<file path="src/rtl/pfd_types_pkg.sv">
package pfd_types_pkg;

    // Pump output pair driven by the edge state machine
    typedef struct packed {
        logic up;
        logic dn;
    } pump_t;

endpackage

</file>
<file path="src/rtl/rise_detect.sv">
module rise_detect (
    input  logic clk,
    input  logic rst,
    input  logic sig,
    output logic rise
);
    typedef struct packed {
        logic now;
        logic prev;
    } smp_t;

    smp_t s_d, s_q;

    always_comb begin
        s_d      = s_q;
        s_d.now  = sig;
        s_d.prev = s_q.now;
    end

    always_ff @(posedge clk) begin
        if (rst) s_q <= '0;
        else     s_q <= s_d;
    end

    assign rise = s_q.now & ~s_q.prev;
endmodule

</file>
<file path="src/rtl/pump_fsm.sv">
module pump_fsm
    import pfd_types_pkg::*;
(
    input  logic  clk,
    input  logic  rst,
    input  logic  ref_rise,
    input  logic  fb_rise,
    output pump_t pump
);
    pump_t p_d, p_q;

    always_comb begin
        p_d = p_q;
        if (ref_rise && fb_rise) begin
            // coincident edges: zero phase error, nothing to pump
            p_d = '0;
        end else if (ref_rise) begin
            if (p_q.dn) p_d.dn = 1'b0;
            else        p_d.up = 1'b1;
        end else if (fb_rise) begin
            if (p_q.up) p_d.up = 1'b0;
            else        p_d.dn = 1'b1;
        end
    end

    always_ff @(posedge clk) begin
        if (rst) p_q <= '0;
        else     p_q <= p_d;
    end

    assign pump = p_q;
endmodule

</file>
<file path="src/rtl/charge_accum.sv">
module charge_accum #(
    parameter int ACC_W = 16,
    parameter int STEP  = 1
) (
    input  logic                    clk,
    input  logic                    rst,
    input  logic                    up,
    input  logic                    dn,
    output logic signed [ACC_W-1:0] acc
);
    localparam int XW   = ACC_W + 2;
    localparam int HI_I = (1 << (ACC_W - 1)) - 1;
    localparam int LO_I = -(1 << (ACC_W - 1));
    localparam logic signed [XW-1:0] HI_X   = XW'(HI_I);
    localparam logic signed [XW-1:0] LO_X   = XW'(LO_I);
    localparam logic signed [XW-1:0] STEP_X = XW'(STEP);

    typedef struct packed {
        logic signed [ACC_W-1:0] val;
    } acc_t;

    acc_t a_d, a_q;
    logic signed [XW-1:0] wide, sum;

    always_comb begin
        a_d  = a_q;
        wide = {{2{a_q.val[ACC_W-1]}}, a_q.val};
        sum  = wide;
        if (up && !dn)      sum = wide + STEP_X;
        else if (dn && !up) sum = wide - STEP_X;
        if (sum > HI_X)      a_d.val = HI_X[ACC_W-1:0];
        else if (sum < LO_X) a_d.val = LO_X[ACC_W-1:0];
        else                 a_d.val = sum[ACC_W-1:0];
    end

    always_ff @(posedge clk) begin
        if (rst) a_q <= '0;
        else     a_q <= a_d;
    end

    assign acc = a_q.val;
endmodule

</file>
<file path="src/rtl/lock_watch.sv">
module lock_watch #(
    parameter int TW  = 6,
    parameter int LCW = 4
) (
    input  logic           clk,
    input  logic           rst,
    input  logic           ref_rise,
    input  logic           up,
    input  logic           dn,
    input  logic [TW-1:0]  lock_width,
    input  logic [LCW-1:0] lock_periods,
    output logic           locked
);
    typedef struct packed {
        logic [TW-1:0]  wid;
        logic           bad;
        logic [LCW-1:0] good;
        logic           locked;
    } lk_t;

    lk_t l_d, l_q;
    logic active, excess, closing_bad;

    always_comb begin
        l_d         = l_q;
        active      = up | dn;
        excess      = active && (l_q.wid >= lock_width);
        closing_bad = l_q.bad | excess;

        if (!active)             l_d.wid = '0;
        else if (&l_q.wid)       l_d.wid = l_q.wid;
        else                     l_d.wid = l_q.wid + 1'b1;

        if (ref_rise) begin
            l_d.bad = 1'b0;
            if (closing_bad)     l_d.good = '0;
            else if (&l_q.good)  l_d.good = l_q.good;
            else                 l_d.good = l_q.good + 1'b1;
            l_d.locked = (l_d.good >= lock_periods);
        end else begin
            l_d.bad = closing_bad;
        end
    end

    always_ff @(posedge clk) begin
        if (rst) l_q <= '0;
        else     l_q <= l_d;
    end

    assign locked = l_q.locked;
endmodule

</file>
<file path="src/rtl/pfd_integrator.sv">
module pfd_integrator #(
    parameter int ACC_W = 16,
    parameter int STEP  = 1,
    parameter int TW    = 6,
    parameter int LCW   = 4
) (
    input  logic                    clk,
    input  logic                    rst,
    input  logic                    ref_in,
    input  logic                    fb_in,
    input  logic [TW-1:0]           lock_width,
    input  logic [LCW-1:0]          lock_periods,
    output logic                    up,
    output logic                    dn,
    output logic signed [ACC_W-1:0] acc,
    output logic                    locked
);
    import pfd_types_pkg::*;

    localparam int NIN = 2;

    logic [NIN-1:0] raw, rises;
    pump_t          pump;

    assign raw = {fb_in, ref_in};

    for (genvar i = 0; i < NIN; i++) begin : g_sense
        rise_detect u_rd (
            .clk  (clk),
            .rst  (rst),
            .sig  (raw[i]),
            .rise (rises[i])
        );
    end

    pump_fsm u_fsm (
        .clk      (clk),
        .rst      (rst),
        .ref_rise (rises[0]),
        .fb_rise  (rises[1]),
        .pump     (pump)
    );

    charge_accum #(.ACC_W(ACC_W), .STEP(STEP)) u_acc (
        .clk (clk),
        .rst (rst),
        .up  (pump.up),
        .dn  (pump.dn),
        .acc (acc)
    );

    lock_watch #(.TW(TW), .LCW(LCW)) u_lock (
        .clk          (clk),
        .rst          (rst),
        .ref_rise     (rises[0]),
        .up           (pump.up),
        .dn           (pump.dn),
        .lock_width   (lock_width),
        .lock_periods (lock_periods),
        .locked       (locked)
    );

    assign up = pump.up;
    assign dn = pump.dn;
endmodule

</file>
<file path="config.mk">
export PLATFORM = sky130hd
export DESIGN_NAME = pfd_integrator
export DESIGN_NICKNAME = d
export VERILOG_FILES = /design/src/rtl/pfd_types_pkg.sv /design/src/rtl/rise_detect.sv /design/src/rtl/pump_fsm.sv /design/src/rtl/charge_accum.sv /design/src/rtl/lock_watch.sv /design/src/rtl/pfd_integrator.sv
export SDC_FILE = /design/constraint.sdc
export NUM_CORES = 1
export LEC_CHECK = 0
export BUFFER_PORTS_ARGS = -buffer_cell sky130_fd_sc_hd__buf_2
export CAP_MARGIN = 10
export CORE_UTILIZATION = 45
export CTS_CLUSTER_DIAMETER = 200
export DETAILED_ROUTE_END_ITERATION = 8
export PLACE_DENSITY_LB_ADDON = 0.2
export SLEW_MARGIN = 30
export SYNTH_ARGS = -nofsm -noshare
export SYNTH_HDL_FRONTEND = slang
export SYNTH_SLANG_ARGS = --single-unit
</file>
<file path="constraint.sdc">
create_clock -name clk -period 5.6 [get_ports clk]
set_clock_uncertainty 0.1 [all_clocks]
set_input_delay 0.28 -clock clk [delete_from_list [all_inputs] [get_ports clk]]
set_output_delay 0.28 -clock clk [all_outputs]
set_load 0.1 [all_outputs]
</file>
==> run_results.csv, run 1 <==
group,metric,value,unit
status,status,"finished with violations",
status,violations,"DRC",
logic_synthesis,synth_edf_count,0,
clock_network,cts_sinks,34,
logic_synthesis,ys_ff_latch,34,
logic_synthesis,synthTopCellsByArea,"dfxtp_1, ha_1, xnor2_1, nor2_1, xor2_1",
timing,finalSetupViolations,0,
worst_setup_path,start_kind,"flop",
logic_synthesis,yosys-top-cells-count,"dfxtp_1, nor2_1, nand2_1",
global_route,antenna_found_initial,0,
flow_run,cap_violations,0,
timing,fmax,339.7,MHz
worst_setup_path,cp_max_fo,8,
layout,final_layout_size_suffix_gt1_share,20.56,%
route,vias,1907,
die,initial_core_util,48.18,%
clock_network,cts_tree,"done",
die,num_rows,24,
clock_network,ctsRootBufferMaster,"clkbuf_8",
logic_synthesis,syn-num-nets,286,
power_and_ir_drop,p_leak,1.035,nW
route,viasPerCell,5.625,
global_route,grt_pass1_wl,7.369,mm
die,die_h,71.22,um
clock_network,post_cts_resized,0,
route,drt_iter0_drc,107,
clock_network,htreeDepth,2,
route,drc,1,
layout,nNetsFinal,314,
logic_synthesis,yosysSeqAreaShare,31.57,%
timing,drv_slew,0,
timing,relSlewSlack,51.11,%
logic_synthesis,synth_top_area_share,31.57,%
layout,areaGrowthSynthToFinish,12.94,%
die,die_x,71.22,um
layout,n_antenna_cell,0,
global_route,track_usage,18.24,%
timing,hold_ws,0.1023,ns
route,ant_nets,0,
logic_synthesis,synth_cell_type_count,53,
logic_synthesis,avgSynthCellArea,8.356,um^2
layout,fin_util,54.42,%
logic_synthesis,yosys_warnings,0,
logic_synthesis,synth_ff_type,"dfxtp_1",
clock_network,cts-hold-fix-buffers,0,
min_path,min_path_type,"in -> reg",
timing,final-hold-violation-count,0,
worst_setup_path,arrival,3.01,ns
layout,final_cells,339,
place,numPortBuffers,32,
place,gp_congestion,0.7998,
route,firstDrtPassIters,6,
clock_network,clk-insertion-delay-late,0.28,ns
logic_synthesis,synth_most_common_cell,"dfxtp_1",
global_route,grt_pass1_vias,1654,
logic_synthesis,synthCells,258,
global_route,grt_max_degree,17,
die,core,4474,um^2
route,wl_per_cell,13.00,um
worst_setup_path,worstPathRequired,5.66,ns
route,wirelength,4.407,mm
timing,fin_crit_sh,52.57,%
global_route,overflow,0,
logic_synthesis,yosys.area.top_type,"dfxtp_1",
logic_synthesis,async_flop_share,0,%
logic_synthesis,syn_area,2156,um^2
power_and_ir_drop,powerDensity,402.9,nW/um^2
power_and_ir_drop,vdd.ir_drop.worst,0.1615,mV
layout,nFillCells,450,
clock_network,cts_made_buffers,5,
die,die-area,5072,um^2
place,place_inst,331,
timing,finalCriticalPeriod,2.944,ns
worst_setup_path,crit_path_end_kind,"flop",
place,dpl.hpwl,3.185,mm
timing,rsz0062_at_grt,"no",
timing,max_slew.worst_pin.slew,0.7333,ns
clock_network,clk_path_buf_depth,2,
clock_network,path_clk_slew,0.07,ns
worst_setup_path,worstSetupPathType,"reg -> reg",
die,pin_count,33,
timing,fin_setup_tns,0,ns
clock_network,cts_setup_buffers,0,
-- stage by stage --
stage	total power [mW]	area, um^2	setup slack, ns
detailed placement	0.7621	2328	2.685
floorplan	0.6957	2156	2.586
global placement	0.7581	2328	2.743
CTS	0.9876	2435	2.661
global route	1.032	2435	2.508
finish	0.9811	2435	2.656
-- placed cells by master (no fill, tap or decap), types with 7 or more instances in the layout --
cell type and instances:
nor2b_1 7, ha_1 14, o21ai_2 7, xnor2_1 10
nor3_1 10, nand3_1 9, o21ai_1 7, xor2_1 8
a21oi_1 11, inv_1 14, buf_2 32, dfxtp_1 34
nor2_1 22, nand2_1 18
-- report_power, final --
group	leakage (nW)	switching (mW)	total, mW	internal, mW
clock	0.0524	0.0893	0.222	0.133
sequential	0.277	0.0578	0.330	0.273
combinational	0.705	0.319	0.428	0.109
-- final timing paths --
path	startpoint	to	slack, ns	cells past startpoint
max	u_lock.l_q[6]$_SDFFE_PP0N_	u_lock.locked$_SDFFE_PP0P_	2.66	13
min reg2reg	g_sense[1].u_rd.s_d[0]$_SDFF_PP0_	g_sense[1].u_rd.s_q[0]$_SDFF_PP0_	0.36	1
max reg2reg	u_lock.l_q[6]$_SDFFE_PP0N_	u_lock.locked$_SDFFE_PP0P_	2.66	13
min	fb_in	g_sense[1].u_rd.s_d[0]$_SDFF_PP0_	0.10	2
-- area by class of cell --
cell class / instances / area (um^2) / share of cell area [%]
clock buffer: 7 / 76.32 / 3.135
clock inverter: 1 / 30.03 / 1.233
inverter: 14 / 52.55 / 2.158
multi-input combinational: 199 / 1370 / 56.27
sequential: 34 / 680.7 / 27.95
tap: 52 / 65.06 / 2.672
timing repair buffer: 32 / 160.2 / 6.578
-- kinds of logic after synthesis --
kind of cell	synth area share (%)
compound gates	19.62
xor+xnor	7.313
fa+ha+maj	8.125
buf+inv	4.875
flops	31.57
mux	1.857
simple gates	26.64
-- registers in the layout, indices dropped and copies added (netlist names) --
register,flops
u_fsm.pump,2
u_acc.acc,16
u_lock.locked,1
u_lock.l_q,11
g_sense.u_rd.s_q,2
g_sense.u_rd.s_d,2
-- per-layer routing --
layer	part of all wire, %	wire [um]	up-vias	track usage [%]
met2	48	2114	35	30.48
met1	47	2092	874	23.25
met5	0	0	-	0
met3	3.1	138	7	3.376
li1	-	-	991	-
met4	1.4	62	0	7.333
-- worst max-delay path, stage by stage (launching register included) --
cell and delay (ns):
dfxtp_1 0.38, inv_1 0.06, ha_1 0.25, nand2b_1 0.13, a21o_1 0.17, a21o_1 0.17
a31oi_1 0.47, o21ai_0 0.22, ha_1 0.31, nand2b_1 0.14, a21oi_1 0.14, nor2b_1 0.05
o21ai_0 0.15, a211oi_1 0.09
Note: power is estimated with default switching activity, not from simulation.
==> run 2: changes to the inputs <==
- clock period: 5.6 -> 2.55 ns (I/O delays scaled with it)
==> run 2 against run 1 <==
The run still ends with DRC left. Via count rose by 1.5%. Non-clock buffer count rose by 8. Cell count rose by 2.4%. Sequential share of layout area fell by 0.081 points. Global-route usage rose by 1.1 points. Core utilization rose by 2.3 points. Register-to-register slack got worse by 2.5 ns. Routed wire length rose by 1.7%. Clock-buffer cell count fell by 2. Cell area rose by 4.2%. Highest routed layer unchanged.
==> run_results.csv, run 2 (synthesis gave the netlist of run 1 again) <==
group,metric,value,unit
status,status,"finished with violations",
status,violations,"DRC",
route,viasPerCell,5.579,
global_route,track_usage,19.38,%
layout,areaGrowthSynthToFinish,17.64,%
worst_setup_path,cp_max_fo,6,
timing,fmax,415.7,MHz
route,drt_iter0_drc,119,
worst_setup_path,arrival,2.48,ns
route,firstDrtPassIters,6,
die,num_rows,24,
timing,hold_ws,0.09063,ns
timing,max_slew.worst_pin.slew,0.5583,ns
layout,final_common_cell,"buf_2",
clock_network,path_clk_slew,0.07,ns
clock_network,cts_sinks,34,
power_and_ir_drop,pwr-share-seq,35.3,%
power_and_ir_drop,clkPwrFrac,18.9,%
layout,final_layout_size_suffix_gt1_share,27.80,%
die,die-area,5072,um^2
power_and_ir_drop,power_frac_comb,45.8,%
worst_setup_path,crit_path_end_kind,"flop",
die,core,4474,um^2
die,die_x,71.22,um
global_route,overflow,0,
layout,nNetsFinal,322,
power_and_ir_drop,power.switching,1.029,mW
power_and_ir_drop,powerDensity,819.4,nW/um^2
route,wl_per_cell,12.92,um
timing,fin_setup_tns,0,ns
layout,fin_util,56.68,%
die,pin_count,33,
timing,finalSetupViolations,0,
place,numPortBuffers,32,
layout,final_cells,347,
place,gp_congestion,0.9056,
route,vias,1936,
clock_network,htreeDepth,2,
power_and_ir_drop,power.internal,1.050,mW
place,place_inst,337,
timing,relSlewSlack,62.70,%
clock_network,cts_setup_buffers,0,
flow_run,cap_violations,0,
layout,n_antenna_cell,0,
die,initial_core_util,48.18,%
clock_network,cts_tree,"done",
die,die_h,71.22,um
global_route,antenna_found_initial,0,
clock_network,clk_path_buf_depth,2,
min_path,min_path_type,"in -> reg",
timing,worst_slack,0.1445,ns
timing,finalCriticalPeriod,2.405,ns
worst_setup_path,worstSetupPathType,"reg -> reg",
power_and_ir_drop,p_leak,1.079,nW
power_and_ir_drop,sw_frac_of_total,49.50,%
global_route,grt_pass1_wl,7.748,mm
timing,final-hold-violation-count,0,
layout,largest_reg_flops,16,
route,drc,1,
timing,drv_slew,0,
timing,fin_crit_sh,94.33,%
layout,final_cell_mix,"buf_2, nor2_1, dfxtp_1",
place,pre_cts_ws,0.06401,ns
power_and_ir_drop,vdd.ir_drop.worst,0.3624,mV
route,wirelength,4.484,mm
global_route,grt_max_degree,17,
global_route,grt_pass1_vias,1780,
clock_network,clk-insertion-delay-late,0.29,ns
clock_network,ctsRootBufferMaster,"clkbuf_8",
worst_setup_path,worstPathRequired,2.62,ns
place,dpl.hpwl,3.259,mm
worst_setup_path,start_kind,"flop",
clock_network,cts_made_buffers,5,
route,ant_nets,0,
timing,rsz0062_at_grt,"no",
-- run 2: cell type report --
cell class	count	area [um^2]
fill	406	1938
clock buffer	5	68.82
multi-input combinational	199	1385
sequential	34	706.9
tap	52	65.06
timing repair buffer	40	241.5
clock inverter	3	16.27
inverter	14	52.55
-- run 2: repair_timing --
item                                   in CTS  in global routing
setup endpoints to repair                   0                  1
endpoints found under the hold margin       2                  0
resized for setup                           0                  4
hold buffers                                2                  0
-- run 2: power by group through the flow --
stage               Clock, mW  Combinational (mW)  Sequential [mW]
floorplan                   0               0.404             1.14
global placement            0               0.941            0.748
detailed placement          0               0.948            0.747
CTS                     0.407               0.955            0.734
global route            0.437                1.02            0.752
finish                  0.392               0.951            0.735
-- run 2: metal layers --
layer | up-vias | share of wire (%) | wire length [um] | track usage [%]
li1 | 1007 | - | - | -
met1 | 876 | 46 | 2067 | 23.16
met2 | 43 | 47 | 2112 | 32.49
met3 | 10 | 4.6 | 205 | 4.219
met4 | 0 | 2.2 | 99 | 10.44
met5 | - | 0 | 0 | 0
-- run 2: final timing paths --
kind                            slack, ns  depth (start not counted)                                end                              start
worst max-delay path                 0.14                         13         u_lock.locked$_SDFFE_PP0P_         u_lock.l_q[6]$_SDFFE_PP0N_
worst min-delay path                 0.09                          2  g_sense[0].u_rd.s_d[0]$_SDFF_PP0_                                rst
worst max register to register       0.14                         13         u_lock.locked$_SDFFE_PP0P_         u_lock.l_q[6]$_SDFFE_PP0N_
worst min register to register       0.36                          1  g_sense[1].u_rd.s_q[0]$_SDFF_PP0_  g_sense[1].u_rd.s_d[0]$_SDFF_PP0_
-- run 2: worst max-delay path: stages, from the launching register on --
cell,delay (ns)
dfxtp_1,0.33
inv_1,0.04
ha_1,0.25
nand2b_1,0.14
a21o_1,0.17
a21o_1,0.20
a31oi_4,0.18
buf_6,0.15
o21ai_1,0.08
nor2_1,0.13
ha_1,0.23
nor2b_1,0.12
o21ai_1,0.11
a211oi_1,0.07
-- run 2: per-stage QoR --
step	power [mW]	instance area, um^2
2_1_floorplan	1.542	2198
3_3_place_gp	1.689	2426
3_5_place_dp	1.694	2426
4_1_cts	2.096	2531
5_1_grt	2.210	2536
6_report	2.078	2536
==> run 3: changes to the inputs <==
- CORE_UTILIZATION: 45 -> 51
==> run 3 against run 2 <==
The flow now finishes without violations. Sequential cell count stayed put. Core utilization is 6.9 points higher. Maximum frequency is 1.2% higher. Critical path depth stayed put. Cell area is 1.0% higher.
==> run_results.csv, run 3 (synthesis gave the netlist of run 1 again) <==
group,metric,value,unit
die,num_rows,23,
layout,final_layout_size_suffix_gt1_share,29.19,%
status,status,"completed",
worst_setup_path,reg2reg_slack,0.17,ns
place,dpl_cell_area,2424,um^2
route,wirelength,4.529,mm
timing,final-hold-violation-count,0,
power_and_ir_drop,p_leak,1.094,nW
die,die-area,4491,um^2
die,initial_core_util,53.51,%
clock_network,path_clk_slew,0.07,ns
route,vias,1988,
clock_network,clk_path_buf_depth,2,
timing,hold_ws,0.09925,ns
worst_setup_path,slowest_stage,"dfxtp_1",
clock_network,cts_tree,"done",
global_route,grt_pass1_wl,7.776,mm
die,die_x,67.02,um
worst_setup_path,startpoint,"u_lock.l_q[6]$_SDFFE_PP0N_",
min_path,min_path_type,"in -> reg",
timing,max_slew.worst_pin.slew,0.5906,ns
worst_setup_path,arrival,2.45,ns
clock_network,htreeDepth,2,
layout,fin_util,63.60,%
flow_run,cap_violations,0,
worst_setup_path,worstPathRequired,2.62,ns
global_route,grt_pass1_vias,1836,
worst_setup_path,crit_path_end_kind,"flop",
route,wl_per_cell,13.01,um
place,numPortBuffers,32,
min_path,hold_start,"rst",
timing,finalSetupViolations,0,
worst_setup_path,critPathMaxStageDelay,0.33,ns
worst_setup_path,start_kind,"flop",
worst_setup_path,worstPathCellList,"inv_1, ha_1, nand2b_1, a21o_1, a21o_1, a31oi_4, buf_6, o21ai_1, nor2_1, ha_1, nor2b_1, o21ai_1, a211oi_1",
place,dpl.hpwl,3.291,mm
layout,final_common_cell,"buf_2",
place,pre_cts_ws,0.05520,ns
layout,largest_reg_flops,16,
route,viasPerCell,5.713,
die,pin_count,33,
clock_network,cts_made_buffers,5,
layout,register_area,706.9,um^2
timing,finalCriticalPeriod,2.378,ns
die,core,4029,um^2
global_route,track_usage,23.23,%
timing,drv_slew,0,
layout,areaGrowthSynthToFinish,18.86,%
worst_setup_path,worstSetupPathType,"reg -> reg",
die,die_h,67.02,um
global_route,grt_max_degree,17,
global_route,antenna_found_initial,0,
timing,fmax,420.5,MHz
worst_setup_path,cp_max_fo,5,
layout,nFillCells,381,
route,ant_nets,0,
timing,worst_slack,0.1719,ns
route,drc,0,
worst_setup_path,reg2reg_from,"u_lock.l_q[6]$_SDFFE_PP0N_",
power_and_ir_drop,powerDensity,811.4,nW/um^2
timing,fin_crit_sh,93.26,%
route,drt_iter0_drc,85,
layout,multi_input_area,1395,um^2
layout,finalInstanceArea,2562,um^2
global_route,overflow,0,
layout,final_cell_mix,"buf_2, nor2_1, dfxtp_1",
route,firstDrtPassIters,4,
clock_network,clk-insertion-delay-late,0.29,ns
place,place_inst,335,
timing,relSlewSlack,60.26,%
layout,nNetsFinal,325,
layout,final_cells,348,
power_and_ir_drop,vdd.ir_drop.worst,0.3378,mV
layout,n_antenna_cell,0,
worst_setup_path,cp_num_buf_inv,2,
worst_setup_path,critPathTopFamily,"compound AO/OA/AOI/OAI gates",
place,gp_congestion,0.8832,
clock_network,cts_sinks,34,
clock_network,ctsRootBufferMaster,"clkbuf_8",
==> run 3: cell type report <==
cell class | count | share of cell area (%)
clock buffer | 6 | 2.832
clock inverter | 2 | 0.3418
inverter | 14 | 2.051
multi-input combinational | 199 | 54.44
sequential | 34 | 27.59
tap | 50 | 2.441
timing repair buffer | 43 | 10.30
==> run 3: final timing paths <==
check | cells past startpoint | endpoint
max | 13 | u_lock.locked$_SDFFE_PP0P_
min | 2 | g_sense[0].u_rd.s_d[0]$_SDFF_PP0_
max reg2reg | 13 | u_lock.locked$_SDFFE_PP0P_
min reg2reg | 1 | g_sense[1].u_rd.s_q[0]$_SDFF_PP0_
==> run 3: routing by layer <==
metal  global-route usage (%)  up-vias  routed length [um]
met5                        0        -                   0
met4                    14.89        0                 114
met3                    5.651       12                 158
li1                         -     1013                   -
met2                    39.88       43                2195
met1                    25.03      920                2061
==> run 3: repair_timing <==
item / in CTS / in global routing
hold buffers: 2 / 0
buffers inserted: 0 / 3
setup endpoints to repair: 0 / 1
resized for setup: 0 / 7
endpoints found under the hold margin: 2 / 0
==> run 3: metrics by stage <==
stage	setup TNS, ns	total power, mW
5_1_grt	-0.0005349	2.193
6_report	0	2.079
3_3_place_gp	0	1.683
2_1_floorplan	0	1.542
4_1_cts	0	2.087
3_5_place_dp	0	1.694
==> run 3: where the power goes <==
part / leakage [nW] / total [mW] / switching [mW] / internal (mW)
clock: 0.0426 / 0.385 / 0.197 / 0.188
sequential: 0.284 / 0.738 / 0.128 / 0.610
combinational: 0.767 / 0.957 / 0.702 / 0.255
